<file path="config.mk">
export PLATFORM = sky130hd
export DESIGN_NAME = dcap_timer
export DESIGN_NICKNAME = d
export VERILOG_FILES = /design/src/rtl/dcap_pkg.sv /design/src/rtl/dcap_tick_gen.sv /design/src/rtl/dcap_counter.sv /design/src/rtl/dcap_edge_fsm.sv /design/src/rtl/dcap_timer.sv
export SDC_FILE = /design/constraint.sdc
export NUM_CORES = 1
export LEC_CHECK = 0
export ABC_AREA = 1
export BUFFER_PORTS_ARGS = -buffer_cell sky130_fd_sc_hd__buf_2
export CAP_MARGIN = 20
export CORE_MARGIN = 2
export CORE_UTILIZATION = 55
export CTS_CLUSTER_DIAMETER = 80
export CTS_CLUSTER_SIZE = 28
export DETAILED_ROUTE_END_ITERATION = 8
export HOLD_SLACK_MARGIN = 0.02
export PLACE_DENSITY = 0.74
export SYNTH_ARGS = -nofsm -noshare
export SYNTH_HDL_FRONTEND = slang
export SYNTH_SLANG_ARGS = --single-unit
</file>
<file path="constraint.sdc">
create_clock -name clk -period 1.85 [get_ports clk]
set_input_delay 0.4625 -clock clk [delete_from_list [all_inputs] [get_ports clk]]
set_output_delay 0.4625 -clock clk [all_outputs]
set_load 0.005 [all_outputs]
</file>
<file path="src/rtl/dcap_pkg.sv">
package dcap_pkg;
    typedef enum logic [0:0] {TMR_STOP, TMR_RUN} tmr_state_e;
    typedef enum logic [1:0] {EDG_OFF, EDG_LOW, EDG_HIGH} edg_state_e;
    typedef enum logic [1:0] {CAPM_OFF = 2'd0, CAPM_RISE = 2'd1,
                              CAPM_FALL = 2'd2, CAPM_BOTH = 2'd3} capm_e;

    localparam int unsigned OFS_CTRL     = 'h00;
    localparam int unsigned OFS_PRE      = 'h04;
    localparam int unsigned OFS_STAT     = 'h08;
    localparam int unsigned OFS_IE       = 'h0C;
    localparam int unsigned OFS_CMP      = 'h10;
    localparam int unsigned OFS_CAP_BASE = 'h1C;
    localparam int unsigned CAP_STRIDE   = 4;
    localparam int unsigned OFS_CNT      = 'h24;

    localparam int unsigned CTRL_EN_BIT  = 0;
    localparam int unsigned CTRL_FRR_BIT = 9;
    localparam int unsigned CTRL_M_LSB   = 16;
    localparam int unsigned ST_CMP_BIT   = 0;
    localparam int unsigned ST_CAP_LSB   = 3;
endpackage

</file>
<file path="src/rtl/dcap_tick_gen.sv">
module dcap_tick_gen
    import dcap_pkg::*;
#(
    parameter int PRE_W = 16
) (
    input  logic             clk,
    input  logic             rst_n,
    input  logic             enable,
    input  logic [PRE_W-1:0] pre_div,
    output logic             tick
);
    tmr_state_e       state_q, state_d;
    logic [PRE_W-1:0] phase_q;

    // state register
    always_ff @(posedge clk or negedge rst_n) begin
        if (!rst_n) state_q <= TMR_STOP;
        else        state_q <= state_d;
    end

    always_comb begin
        state_d = state_q;
        unique case (state_q)
            TMR_STOP: if (enable)  state_d = TMR_RUN;
            TMR_RUN:  if (!enable) state_d = TMR_STOP;
            default:  state_d = TMR_STOP;
        endcase
    end

    // outputs
    always_comb begin
        tick = (state_q == TMR_RUN) && (phase_q >= pre_div);
    end

    always_ff @(posedge clk or negedge rst_n) begin
        if (!rst_n)                   phase_q <= '0;
        else if (state_q != TMR_RUN)  phase_q <= '0;
        else if (phase_q >= pre_div)  phase_q <= '0;
        else                          phase_q <= phase_q + 1'b1;
    end
endmodule

</file>
<file path="src/rtl/dcap_counter.sv">
module dcap_counter #(
    parameter int CNT_W = 32
) (
    input  logic             clk,
    input  logic             rst_n,
    input  logic             tick,
    input  logic [CNT_W-1:0] cmp_val,
    input  logic             free_run,
    output logic [CNT_W-1:0] cnt,
    output logic             match
);
    logic [CNT_W-1:0] cnt_q;

    always_comb begin
        match = tick && (cnt_q == cmp_val);
        cnt   = cnt_q;
    end

    always_ff @(posedge clk or negedge rst_n) begin
        if (!rst_n)              cnt_q <= '0;
        else if (match && !free_run) cnt_q <= '0;
        else if (tick)           cnt_q <= cnt_q + 1'b1;
    end
endmodule

</file>
<file path="src/rtl/dcap_edge_fsm.sv">
module dcap_edge_fsm
    import dcap_pkg::*;
#(
    parameter int SYNC_STAGES = 2
) (
    input  logic       clk,
    input  logic       rst_n,
    input  logic       pin_async,
    input  logic [1:0] mode,
    output logic       evt
);
    logic [SYNC_STAGES-1:0] sync_q;
    logic                   lvl;
    edg_state_e             state_q, state_d;
    logic                   mode_on;

    always_ff @(posedge clk or negedge rst_n) begin
        if (!rst_n) sync_q <= '0;
        else        sync_q <= {sync_q[SYNC_STAGES-2:0], pin_async};
    end

    assign lvl     = sync_q[SYNC_STAGES-1];
    assign mode_on = (mode != CAPM_OFF);

    // state register
    always_ff @(posedge clk or negedge rst_n) begin
        if (!rst_n) state_q <= EDG_OFF;
        else        state_q <= state_d;
    end

    always_comb begin
        state_d = state_q;
        unique case (state_q)
            EDG_OFF:  if (mode_on) state_d = lvl ? EDG_HIGH : EDG_LOW;
            EDG_LOW:  if (!mode_on) state_d = EDG_OFF;
                      else if (lvl) state_d = EDG_HIGH;
            EDG_HIGH: if (!mode_on) state_d = EDG_OFF;
                      else if (!lvl) state_d = EDG_LOW;
            default:  state_d = EDG_OFF;
        endcase
    end

    // outputs
    always_comb begin
        evt = 1'b0;
        unique case (state_q)
            EDG_LOW:  evt = lvl  && (mode == CAPM_RISE || mode == CAPM_BOTH);
            EDG_HIGH: evt = !lvl && (mode == CAPM_FALL || mode == CAPM_BOTH);
            default:  evt = 1'b0;
        endcase
    end
endmodule

</file>
<file path="src/rtl/dcap_timer.sv">
module dcap_timer
    import dcap_pkg::*;
#(
    parameter int CNT_W       = 32,
    parameter int DATA_W      = 32,
    parameter int ADDR_W      = 8,
    parameter int PRE_W       = 16,
    parameter int SYNC_STAGES = 2
) (
    input  logic              clk,
    input  logic              rst_n,
    input  logic              reg_we,
    input  logic [ADDR_W-1:0] reg_addr,
    input  logic [DATA_W-1:0] reg_wdata,
    output logic [DATA_W-1:0] reg_rdata,
    input  logic              cap_pin_a,
    input  logic              cap_pin_b,
    output logic              irq
);
    localparam int NCAP = 2;

    logic                       en_q, frr_q;
    logic [NCAP-1:0][1:0]       mode_q;
    logic [PRE_W-1:0]           pre_q;
    logic [CNT_W-1:0]           cmp_q;
    logic [NCAP-1:0][CNT_W-1:0] cap_q;
    logic                       stat_cmp_q, ie_cmp_q;
    logic [NCAP-1:0]            stat_cap_q, ie_cap_q;
    logic [DATA_W-1:0]          rdata_q, rd_mux;
    logic                       irq_q;

    logic             tick, match;
    logic [CNT_W-1:0] cnt;
    logic [NCAP-1:0]  pins, cap_evt;
    logic             wr_ctrl, wr_pre, wr_stat, wr_ie, wr_cmp;
    logic             unused_wdata_bits;

    assign pins    = {cap_pin_b, cap_pin_a};
    assign wr_ctrl = reg_we && (reg_addr == ADDR_W'(OFS_CTRL));
    assign wr_pre  = reg_we && (reg_addr == ADDR_W'(OFS_PRE));
    assign wr_stat = reg_we && (reg_addr == ADDR_W'(OFS_STAT));
    assign wr_ie   = reg_we && (reg_addr == ADDR_W'(OFS_IE));
    assign wr_cmp  = reg_we && (reg_addr == ADDR_W'(OFS_CMP));
    assign unused_wdata_bits = ^reg_wdata;

    dcap_tick_gen #(.PRE_W(PRE_W)) u_tick (
        .clk     (clk),
        .rst_n   (rst_n),
        .enable  (en_q),
        .pre_div (pre_q),
        .tick    (tick)
    );

    dcap_counter #(.CNT_W(CNT_W)) u_cnt (
        .clk      (clk),
        .rst_n    (rst_n),
        .tick     (tick),
        .cmp_val  (cmp_q),
        .free_run (frr_q),
        .cnt      (cnt),
        .match    (match)
    );

    for (genvar g = 0; g < NCAP; g++) begin : g_cap
        dcap_edge_fsm #(.SYNC_STAGES(SYNC_STAGES)) u_edge (
            .clk       (clk),
            .rst_n     (rst_n),
            .pin_async (pins[g]),
            .mode      (mode_q[g]),
            .evt       (cap_evt[g])
        );
    end

    // configuration registers
    always_ff @(posedge clk or negedge rst_n) begin
        if (!rst_n) begin
            en_q     <= 1'b0;
            frr_q    <= 1'b0;
            mode_q   <= '0;
            pre_q    <= '0;
            cmp_q    <= '1;
            ie_cmp_q <= 1'b0;
            ie_cap_q <= '0;
        end else begin
            if (wr_ctrl) begin
                en_q  <= reg_wdata[CTRL_EN_BIT];
                frr_q <= reg_wdata[CTRL_FRR_BIT];
                for (int i = 0; i < NCAP; i++)
                    mode_q[i] <= reg_wdata[CTRL_M_LSB + 2*i +: 2];
            end
            if (wr_pre) pre_q <= reg_wdata[PRE_W-1:0];
            if (wr_cmp) cmp_q <= reg_wdata[CNT_W-1:0];
            if (wr_ie) begin
                ie_cmp_q <= reg_wdata[ST_CMP_BIT];
                for (int i = 0; i < NCAP; i++)
                    ie_cap_q[i] <= reg_wdata[ST_CAP_LSB + i];
            end
        end
    end

    // capture values and status: a new event wins over an acknowledge
    always_ff @(posedge clk or negedge rst_n) begin
        if (!rst_n) begin
            cap_q      <= '0;
            stat_cmp_q <= 1'b0;
            stat_cap_q <= '0;
        end else begin
            stat_cmp_q <= match |
                          (stat_cmp_q & ~(wr_stat & reg_wdata[ST_CMP_BIT]));
            for (int i = 0; i < NCAP; i++) begin
                if (cap_evt[i]) cap_q[i] <= cnt;
                stat_cap_q[i] <= cap_evt[i] |
                                 (stat_cap_q[i] & ~(wr_stat & reg_wdata[ST_CAP_LSB + i]));
            end
        end
    end

    always_comb begin
        rd_mux = '0;
        case (reg_addr)
            ADDR_W'(OFS_CTRL): begin
                rd_mux[CTRL_EN_BIT]  = en_q;
                rd_mux[CTRL_FRR_BIT] = frr_q;
                for (int i = 0; i < NCAP; i++)
                    rd_mux[CTRL_M_LSB + 2*i +: 2] = mode_q[i];
            end
            ADDR_W'(OFS_PRE):  rd_mux[PRE_W-1:0] = pre_q;
            ADDR_W'(OFS_STAT): begin
                rd_mux[ST_CMP_BIT] = stat_cmp_q;
                for (int i = 0; i < NCAP; i++) rd_mux[ST_CAP_LSB + i] = stat_cap_q[i];
            end
            ADDR_W'(OFS_IE): begin
                rd_mux[ST_CMP_BIT] = ie_cmp_q;
                for (int i = 0; i < NCAP; i++) rd_mux[ST_CAP_LSB + i] = ie_cap_q[i];
            end
            ADDR_W'(OFS_CMP):  rd_mux = DATA_W'(cmp_q);
            ADDR_W'(OFS_CNT):  rd_mux = DATA_W'(cnt);
            default: begin
                for (int i = 0; i < NCAP; i++)
                    if (reg_addr == ADDR_W'(OFS_CAP_BASE + CAP_STRIDE*i))
                        rd_mux = DATA_W'(cap_q[i]);
            end
        endcase
    end

    always_ff @(posedge clk or negedge rst_n) begin
        if (!rst_n) begin
            rdata_q <= '0;
            irq_q   <= 1'b0;
        end else begin
            rdata_q <= rd_mux;
            irq_q   <= (stat_cmp_q & ie_cmp_q) | (|(stat_cap_q & ie_cap_q));
        end
    end

    assign reg_rdata = rdata_q;
    assign irq       = irq_q;
endmodule

</file>
Word-level counts from Yosys, hierarchy flattened

Index checks and enable logic that the tools add are counted.

Output and inout bits: 33
Register bits: 214
Logic and storage cells: 126
Input port bits: 45

Add/sub/neg operators: 2
Eq/ne operators: 24
Bitwise operators: 15
Magnitude comparators: 1
Reduce and logical (&&, ||, !) cells: 32
Muxes and demuxes: 31

Operators with widths:

| operator                | number |
|---|---|
| $mux W32                | 4 |
| $pmux W12 S3            | 1 |
| $add A32 B1 Y32 const B | 1 |
| $eq A32 B32 Y1          | 1 |
| $mux W16                | 2 |
| $pmux W4 S4             | 2 |
| $mux W2                 | 12 |
| $pmux W6 S4             | 1 |
| $add A16 B1 Y16 const B | 1 |
| $eq A8 B4 Y1 const B    | 2 |
| $eq A8 B5 Y1 const B    | 2 |
| $eq A8 B6 Y1 const B    | 2 |
| $ge A16 B16 Y1          | 1 |
| $eq A2 B2 Y1 const B    | 6 |
| $logic_and A1 B1 Y1     | 12 |
| $pmux W2 S3             | 2 |
| $pmux W2 S6             | 1 |
| $eq A2 B1 Y1 const B    | 4 |
| $eq A8 B3 Y1 const B    | 1 |
| $logic_not A8 Y1        | 1 |
| $pmux W2 S4             | 1 |
| $and A1 B1 Y1           | 7 |
| $ne A3 B2 Y1 const B    | 2 |
| $ne A3 B3 Y1 const B    | 2 |
| 16 further kinds        | 34 |

Longest topological paths before layout

Gate-level depths: netlist of the first run.

Depth in word-level cells: 6
Gate-level depth with buffers: 16
Depth with buffers taken out: 15

By module

Synthesis of the first run repeated with hierarchy kept, for this count alone.

Cell total of the unflattened synthesis: 1569
Area, all modules: 11757.5 µm²

By module, submodules not included:

| module        | area an instance (µm²) | instances | seq. area each (µm²) | cells an instance |
|---|---|---|---|---|
| dcap_timer    | 7119.3                 | 1         | 3968.8               | 852 |
| dcap_counter  | 2793.9                 | 1         | 800.8                | 483 |
| dcap_tick_gen | 1276.2                 | 1         | 425.4                | 162 |
| dcap_edge_fsm | 284.0                  | 2         | 100.1                | 36 |

Least setup slack after synthesis of the first run

No wires, ideal clock.

Kind: register to register
Start point: register u_tick.phase_q[3]
End point: register u_cnt.cnt_q[0] (netlist: u_cnt.cnt[0])
Library setup time: 0.065 ns
Path buffers: 1
Data required time: 1.785 ns
Slack: 0.087 ns
Period minus slack after synthesis: 1.763 ns
Stages on the path, launching flop included: 13
Data arrival time: 1.698 ns
Cell sequence: dfrtp_1 > ha_1 > nand2_1 > nor2_1 > and2_1 > nor2_1 > nand2_1 > nand2_2 > nand2_2 > nand2_1 > buf_2 > nand2_1 > nand2_1

Cells in the longest elaborated chain, start to end: 5
Elaborated cells on any way between the ends: 6
Those cells by class: order compare: 1; mux: 1; reduce/logical: 4

Ends and longest elaborated chain:

| item                                                  | RTL line            | source |
|---|---|---|
| from (decl)                                           | dcap_tick_gen.sv:13 | `logic [PRE_W-1:0] phase_q;` |
| from (signal assigned)                                | dcap_tick_gen.sv:39 | `else phase_q <= phase_q + 1'b1;` |
| $ge A16 B16 Y1 *                                      | dcap_tick_gen.sv:32 | `tick = (state_q == TMR_RUN) && (phase_q >= pre_div);` |
| $logic_and A1 B1 Y1 *                                 | dcap_tick_gen.sv:32 |  |
| $logic_and A1 B1 Y1                                   | dcap_counter.sv:15  | `match = tick && (cnt_q == cmp_val);` |
| $logic_and A1 B1 Y1                                   | dcap_counter.sv:21  | `else if (match && !free_run) cnt_q <= '0;` |
| $mux W32 / $reduce_bool A2 Y1 (equally long branches) | --                  |  |
| to (signal assigned)                                  | dcap_counter.sv:22  | `else if (tick) cnt_q <= cnt_q + 1'b1;` |
| to (decl)                                             | dcap_counter.sv:12  | `logic [CNT_W-1:0] cnt_q;` |

Mark *: on every way between the ends. The rest lies on a longest branch, timed or not.
A chain may end at the register's enable or synchronous reset.

Final worst setup path of the first run

Start point: register u_tick.phase_q[9]
End point: register u_cnt.cnt_q[9] (netlist: u_cnt.cnt[9])

Same word-level chain as after synthesis.

==> impl_metrics.tcl, run 1 <==
set metrics [dict create \
    status "finished, violations left" \
    violations "negative setup slack" \
    startpoint "u_tick.phase_q[9]$_DFF_PN0_" \
    grt_pass1_vias 9482 \
    cp_slowest_cell "dfrtp_1" \
    nNetsFinal 1566 \
    fin_crit_sh_pct 109 \
    row_count 51 \
    clock_power_share_pct 32.6 \
    fin_skew_ps 22.3 \
    swShare_pct 27.8 \
    finalPower_mw 9.45 \
    min_path_type "input pin to register" \
    setup_viol 36 \
    p_leak_nw 6.34 \
    remaining_drc_errors 0 \
    cp_num_cells 10 \
    clk_latency_ps 490 \
    cap_violations 0 \
    ir_drop_mv 0.593 \
    synthesis.nets 1410 \
    worst_pin_slew_ps 477 \
    drt_wl_total_um 29800 \
    nFillCells 1556 \
    syn_inst 1339 \
    drtIter0Drc 801 \
    synth_ff_type "dfrtp_1" \
    p_switching_mw 2.63 \
    endpoint_kind "register" \
    timing.fmax_mhz 496 \
    min_path_cells 1 \
    drv_slew 0 \
    antenna_found_initial 0 \
    required_ps 2230 \
    synth_area_per_cell_um2 8.16 \
    grt_max_degree 66 \
    synth-edff-count 0 \
    reg2reg_slack_ps -170 \
    die-height_um 145 \
    routedWlPerCell_um 16.9 \
    cpPeakStageDelay_ps 430 \
    power_density_nw_per_um2 716 \
    arrival_ps 2390 \
    synthTopCellsByArea "dfrtp_1 (42%), nand2_1 (13%), dfstp_2 (7.7%)" \
    die_w_um 145 \
    r2r_start "u_tick.phase_q[9]$_DFF_PN0_" \
    start_util_pct 56.1 \
    ctsHtreeMaxLevel 1 \
    start_kind "register" \
    rsz0062_at_grt "yes" \
    place_hpwl_um 21300 \
    pwr-share-seq_pct 52.9 \
    hold_viol 0 \
    grt_use_total_pct 28.1 \
    cts_tree "built" \
    route.vias.total 9840 \
    clkTransAtPathRegs_ps 100 \
    cp_max_fo 6 \
    gr-total-overflow 0 \
    synth_top_area_share_pct 41.7 \
    routabilityCongestion 0.959 \
    reg2reg_to "u_cnt.cnt[9]$_DFFE_PN0P_" \
    endpoint "u_cnt.cnt[9]$_DFFE_PN0P_" \
    die_area_um2 21000 \
    portBuffers 77 \
    grt_pass1_wl_um 48400 \
    layout_setup_ws_ps -165 \
    synth-seq-cells 214 \
    pin_count 78 \
    cts_buffer_depth 3 \
    crit_chain "ha_4 > buf_6 > nand2_4 > nor4_4 > nand2_4 > a21oi_4 > nand3_4 > buf_6 > nand2_1 > nor2_1" \
    syn-cell-area_um2 10900 \
    syn_to_final_growth_pct 20.8 \
    min_from "cap_pin_b" \
    synth_top_cell_by_area "dfrtp_1" \
    placed_cell_area_um2 12500 \
    path_class "register to register" \
    slew_headroom_pct 68.2 \
    r2r_cells 10 \
    final.setup.tns_ps -3800 \
    coreArea_um2 19500 \
    n_antenna_cell 0 \
    cts_root_buffer "clkbuf_16" \
    combPwrFrac_pct 14.5 \
    p_int_mw 6.82 \
    firstDrtPassIters 6 \
    antenna_left 0 \
    cts_buffers 13 \
    stdcell_area_um2 13200 \
    seq_area_frac_synth_pct 49.4 \
    finalCriticalPeriod_ps 2020 \
    final_common_cell "nand2_1" \
    synthArstFlopShare_pct 100 \
    ys_warn_count 0 \
    cp_top_family "simple AND/OR/NAND/NOR gates" \
    drive_gt1_share_pct 22.4 \
    crit_buf_inv 2 \
    synth_cell_type_count 48 \
    layout_common_cells "nand2_1 (361), dfrtp_1 (182), inv_1 (129)" \
    viasPerCell 5.57 \
    cts.sinks 214 \
]
-- cell type report --
type / count / area (µm²) / share of cell area, %
repair buffers: 196 / 1540 / 11.7
inverters: 143 / 542 / 4.10
clock inverters: 7 / 72.6 / 0.550
clock buffers: 14 / 339 / 2.57
well taps: 265 / 332 / 2.51
flip-flops and latches: 214 / 5400 / 40.9
multi-input cells: 927 / 4980 / 37.7
-- metrics by stage --
step                hold slack [ps]  worst slack (ps)  util [%]  std cells
floorplan                       167              86.7         -       1339
global placement                334              -115      64.0       1737
detailed placement              342              -148      64.0       1737
CTS                            81.1              -103      67.2       1763
global route                   77.2              -207      67.8       1766
finish                         87.4              -165      67.8       1766
-- registers in the layout, indices dropped and copies added, names as in the netlist, 2 cells and up --
signal                cells
cap_q                    64
cmp_q                    32
reg_rdata                32
u_cnt.cnt                32
pre_q                    16
u_tick.phase_q           16
g_cap.u_edge.state_q      4
g_cap.u_edge.sync_q       4
mode_q                    4
ie_cap_q                  2
stat_cap_q                2
-- timing repair --
| item | in CTS | in global routing |
|---|---|---|
| hold buffers | 1 | 0 |
| setup buffers | 4 | 3 |
| resized for setup | 32 | 24 |
| cloned | 0 | 0 |
| pin swaps | 6 | 8 |
| endpoints found under the hold margin | 36 | 0 |
| setup endpoints to repair | 39 | 49 |
-- cells by family (layout without fill, tap and decap cells) --
kind of cell / Yosys count / in the layout / share of synthesized area, %
xor gates and xnor gates: 37 / 37 / 2.97
buffers and inverters: 198 / 360 / 7.39
muxes: 11 / 11 / 1.13
and+or+nand+nor: 653 / 653 / 25.6
DFF: 214 / 214 / 49.4
adders and majority gates: 26 / 26 / 2.98
AOI/OAI and AO/OA: 200 / 200 / 10.5
-- worst min-delay path by stage --
stage / slack (ps) / end
global route: 80 / g_cap[1].u_edge.sync_q[0]$_DFF_PN0_
floorplan: 170 / cap_q[0]$_DFFE_PN0P_
CTS: 80 / g_cap[0].u_edge.sync_q[0]$_DFF_PN0_
detailed placement: 340 / g_cap[1].u_edge.sync_q[1]$_DFF_PN0_
global placement: 330 / g_cap[1].u_edge.sync_q[1]$_DFF_PN0_
finish: 90 / g_cap[1].u_edge.sync_q[0]$_DFF_PN0_
-- power groups by stage --
| stage | sequential (mW) | combinational [mW] | clock (mW) |
|---|---|---|---|
| floorplan | 5.05 | 0.701 | 0 |
| global placement | 5.07 | 1.24 | 0 |
| detailed placement | 5.08 | 1.27 | 0 |
| CTS | 4.99 | 1.32 | 3.14 |
| global route | 5.01 | 1.49 | 3.32 |
| finish | 5.00 | 1.37 | 3.08 |
-- cells in the mapped netlist, types with 2 or more instances --
master and count:
nand2_1 376, dfrtp_1 182, inv_1 135, o21ai_0 120, nor2_1 104, nand3_1 98
clkbuf_1 35, dfstp_2 32, xnor2_1 27, ha_1 26, nand4_1 26, a21oi_1 25
nor3_1 15, o211ai_1 13, nor2_2 12, o22ai_1 12, o2111ai_1 11, buf_2 10
xor2_1 10, inv_2 7, mux2_2 7, a221oi_1 5, buf_4 5, nand2_2 5
mux2_1 4, a211oi_1 3, nor2_4 3, nor4_1 3, a22oi_1 2, and3_1 2
buf_1 2, buf_6 2, nand3_4 2, nand3b_1 2, o21ai_1 2, o31ai_1 2
-- metal layers --
metal  up-vias  global-route usage (%)  routed length (µm)
met5         -                       0                   0
met4         0                    9.01                 788
met3        64                    4.40                2150
met2       400                    45.2               13900
met1      4723                    39.5               13000
li1       4653                       -                   -
No activity file was read; power rests on OpenSTA's default activity.
==> inputs of run 2 (changes only) <==
Settings changed: CORE_ASPECT_RATIO from default to 0.5.
==> impl_metrics.tcl, run 2 (same netlist as run 1, synthesis figures left out) <==
set metrics [dict create \
    status "finished, violations left" \
    violations "negative setup slack" \
    rsz0062_at_grt "yes" \
    place_ws_ps -176 \
    crit_chain "ha_4 > nand2_2 > nor2_2 > and2_1 > nor2_1 > nand2_1 > nand2_4 > a21oi_4 > nand3_4 > buf_8 > nand2_1 > nor2_1" \
    routabilityCongestion 0.919 \
    cpPeakStageDelay_ps 430 \
    reg2reg_to "u_cnt.cnt[5]$_DFFE_PN0P_" \
    final_common_cell "nand2_1" \
    die_area_um2 21100 \
    grt_max_degree 66 \
    cts_tree "built" \
    cts.sinks 214 \
    routedWlPerCell_um 17.1 \
    cts_buffer_depth 3 \
    antenna_left 0 \
    fin_crit_sh_pct 113 \
    cp_max_fo 8 \
    place_hpwl_um 21900 \
    remaining_drc_errors 0 \
    whs_endpoint "g_cap[0].u_edge.sync_q[0]$_DFF_PN0_" \
    grt_pass1_vias 9460 \
    min_path_type "input pin to register" \
    r2r_cells 12 \
    p_leak_nw 6.30 \
    met3_usage_pct 4.06 \
    reg2reg_slack_ps -230 \
    n_antenna_cell 0 \
    route.vias.total 9752 \
    syn_to_final_growth_pct 20.2 \
    cts_buffers 11 \
    cap_violations 0 \
    timing.fmax_mhz 480 \
    layout_setup_ws_ps -233 \
    endpoint_kind "register" \
    top_register "cap_q" \
    clkTransAtPathRegs_ps 110 \
    viasPerCell 5.54 \
    drtIter0Drc 799 \
    cp_top_family "simple AND/OR/NAND/NOR gates" \
    path_class "register to register" \
    ir_drop_mv 0.466 \
    cp_slowest_cell "dfrtp_1" \
    stdcell_area_um2 13100 \
    grt_pass1_wl_um 48800 \
    row_count 36 \
    largest_register_ffs 64 \
    die_w_um 203 \
    nNetsFinal 1562 \
    finalCriticalPeriod_ps 2080 \
    portBuffers 77 \
    arrival_ps 2460 \
    drt_wl_total_um 30100 \
    drive_gt1_share_pct 22.2 \
    ctsHtreeMaxLevel 1 \
    power_density_nw_per_um2 685 \
    start_util_pct 56.2 \
    placed_cell_area_um2 12400 \
    grt_use_total_pct 28.7 \
    layout_common_cells "nand2_1 (365), dfrtp_1 (181), inv_1 (129)" \
    die-height_um 104 \
    globalRoute.busiestLayer "met2" \
    coreArea_um2 19500 \
    pin_count 78 \
    cts_root_buffer "clkbuf_16" \
    antenna_found_initial 0 \
    use_met2_pct 44.2 \
    hold_viol 0 \
    slew_headroom_pct 67.8 \
    drv_slew 0 \
    min_from "cap_pin_a" \
    r2r_start "u_tick.phase_q[7]$_DFF_PN0_" \
    clk_latency_ps 470 \
    crit_buf_inv 1 \
    grt_use_met1_pct 42.8 \
    min_path_cells 1 \
    required_ps 2220 \
    setup_viol 48 \
    firstDrtPassIters 5 \
    worst_pin_slew_ps 479 \
    start_kind "register" \
    gr-total-overflow 0 \
    fin_skew_ps 14.1 \
]
-- run 2: cell count changes in the layout (fill, tap and decap cells not counted), sizes merged --
| cell | delta |
|---|---|
| clkbuf | +2 |
| buf | -5 |
| clkinvlp | -1 |
| clkinv | +1 |
| inv | -4 |
-- run 2: worst max-delay path by stage --
| stage | start | endpoint | slack (ps) | cells past startpoint |
|---|---|---|---|---|
| finish | u_tick.phase_q[7]$_DFF_PN0_ | u_cnt.cnt[5]$_DFFE_PN0P_ | -230 | 12 |
| global placement | pre_q[15]$_DFFE_PN0P_ | u_cnt.cnt[16]$_DFFE_PN0P_ | -130 | 10 |
| detailed placement | pre_q[13]$_DFFE_PN0P_ | u_cnt.cnt[16]$_DFFE_PN0P_ | -180 | 10 |
| floorplan | u_tick.phase_q[3]$_DFF_PN0_ | u_cnt.cnt[0]$_DFFE_PN0P_ | 90 | 12 |
| global route | pre_q[6]$_DFFE_PN0P_ | u_cnt.cnt[5]$_DFFE_PN0P_ | -300 | 13 |
| CTS | u_tick.phase_q[7]$_DFF_PN0_ | u_cnt.cnt[7]$_DFFE_PN0P_ | -160 | 12 |
-- run 2: layout make-up --
class	instances	area, µm²
Fill cell	1577	6320
Sequential cell	214	5400
Multi-Input combinational cell	927	5010
Timing Repair Buffer	193	1530
Inverter	143	549
Tap cell	266	333
Clock buffer	14	287
Timing Repair inverter	1	16.3
Clock inverter	2	13.8
-- run 2: metal layers --
metal | part of all wire [%] | up-vias | routed length, µm
li1 | - | 4647 | -
met1 | 46 | 4675 | 13900
met2 | 45 | 387 | 13600
met3 | 7.0 | 43 | 2100
met4 | 2.0 | 0 | 599
met5 | 0 | - | 0
-- run 2: what timing repair did --
action | in CTS | in global routing
pin swaps | 11 | 17
endpoints found under the hold margin | 16 | 0
buffers inserted | 3 | 9
resized for setup | 20 | 52
hold buffers | 1 | 0
setup endpoints to repair | 37 | 49
gates cloned | 0 | 2
-- run 2: metrics by stage --
stage	hold slack [ps]	TNS [ps]	power (mW)	cells	utilization, %
floorplan	167	0	5.75	1339	-
global placement	333	-3420	6.26	1729	63.5
detailed placement	341	-4680	6.34	1729	63.5
CTS	86.9	-3810	8.94	1749	65.6
global route	72.3	-11500	9.39	1760	67.5
finish	92.9	-7260	9.00	1760	67.5
-- run 2: power breakdown --
| part | switching (mW) | total, mW | internal, mW |
|---|---|---|---|
| Sequential | 0.150 | 5.00 | 4.85 |
| Combinational | 0.804 | 1.38 | 0.571 |
| Clock | 1.51 | 2.63 | 1.12 |
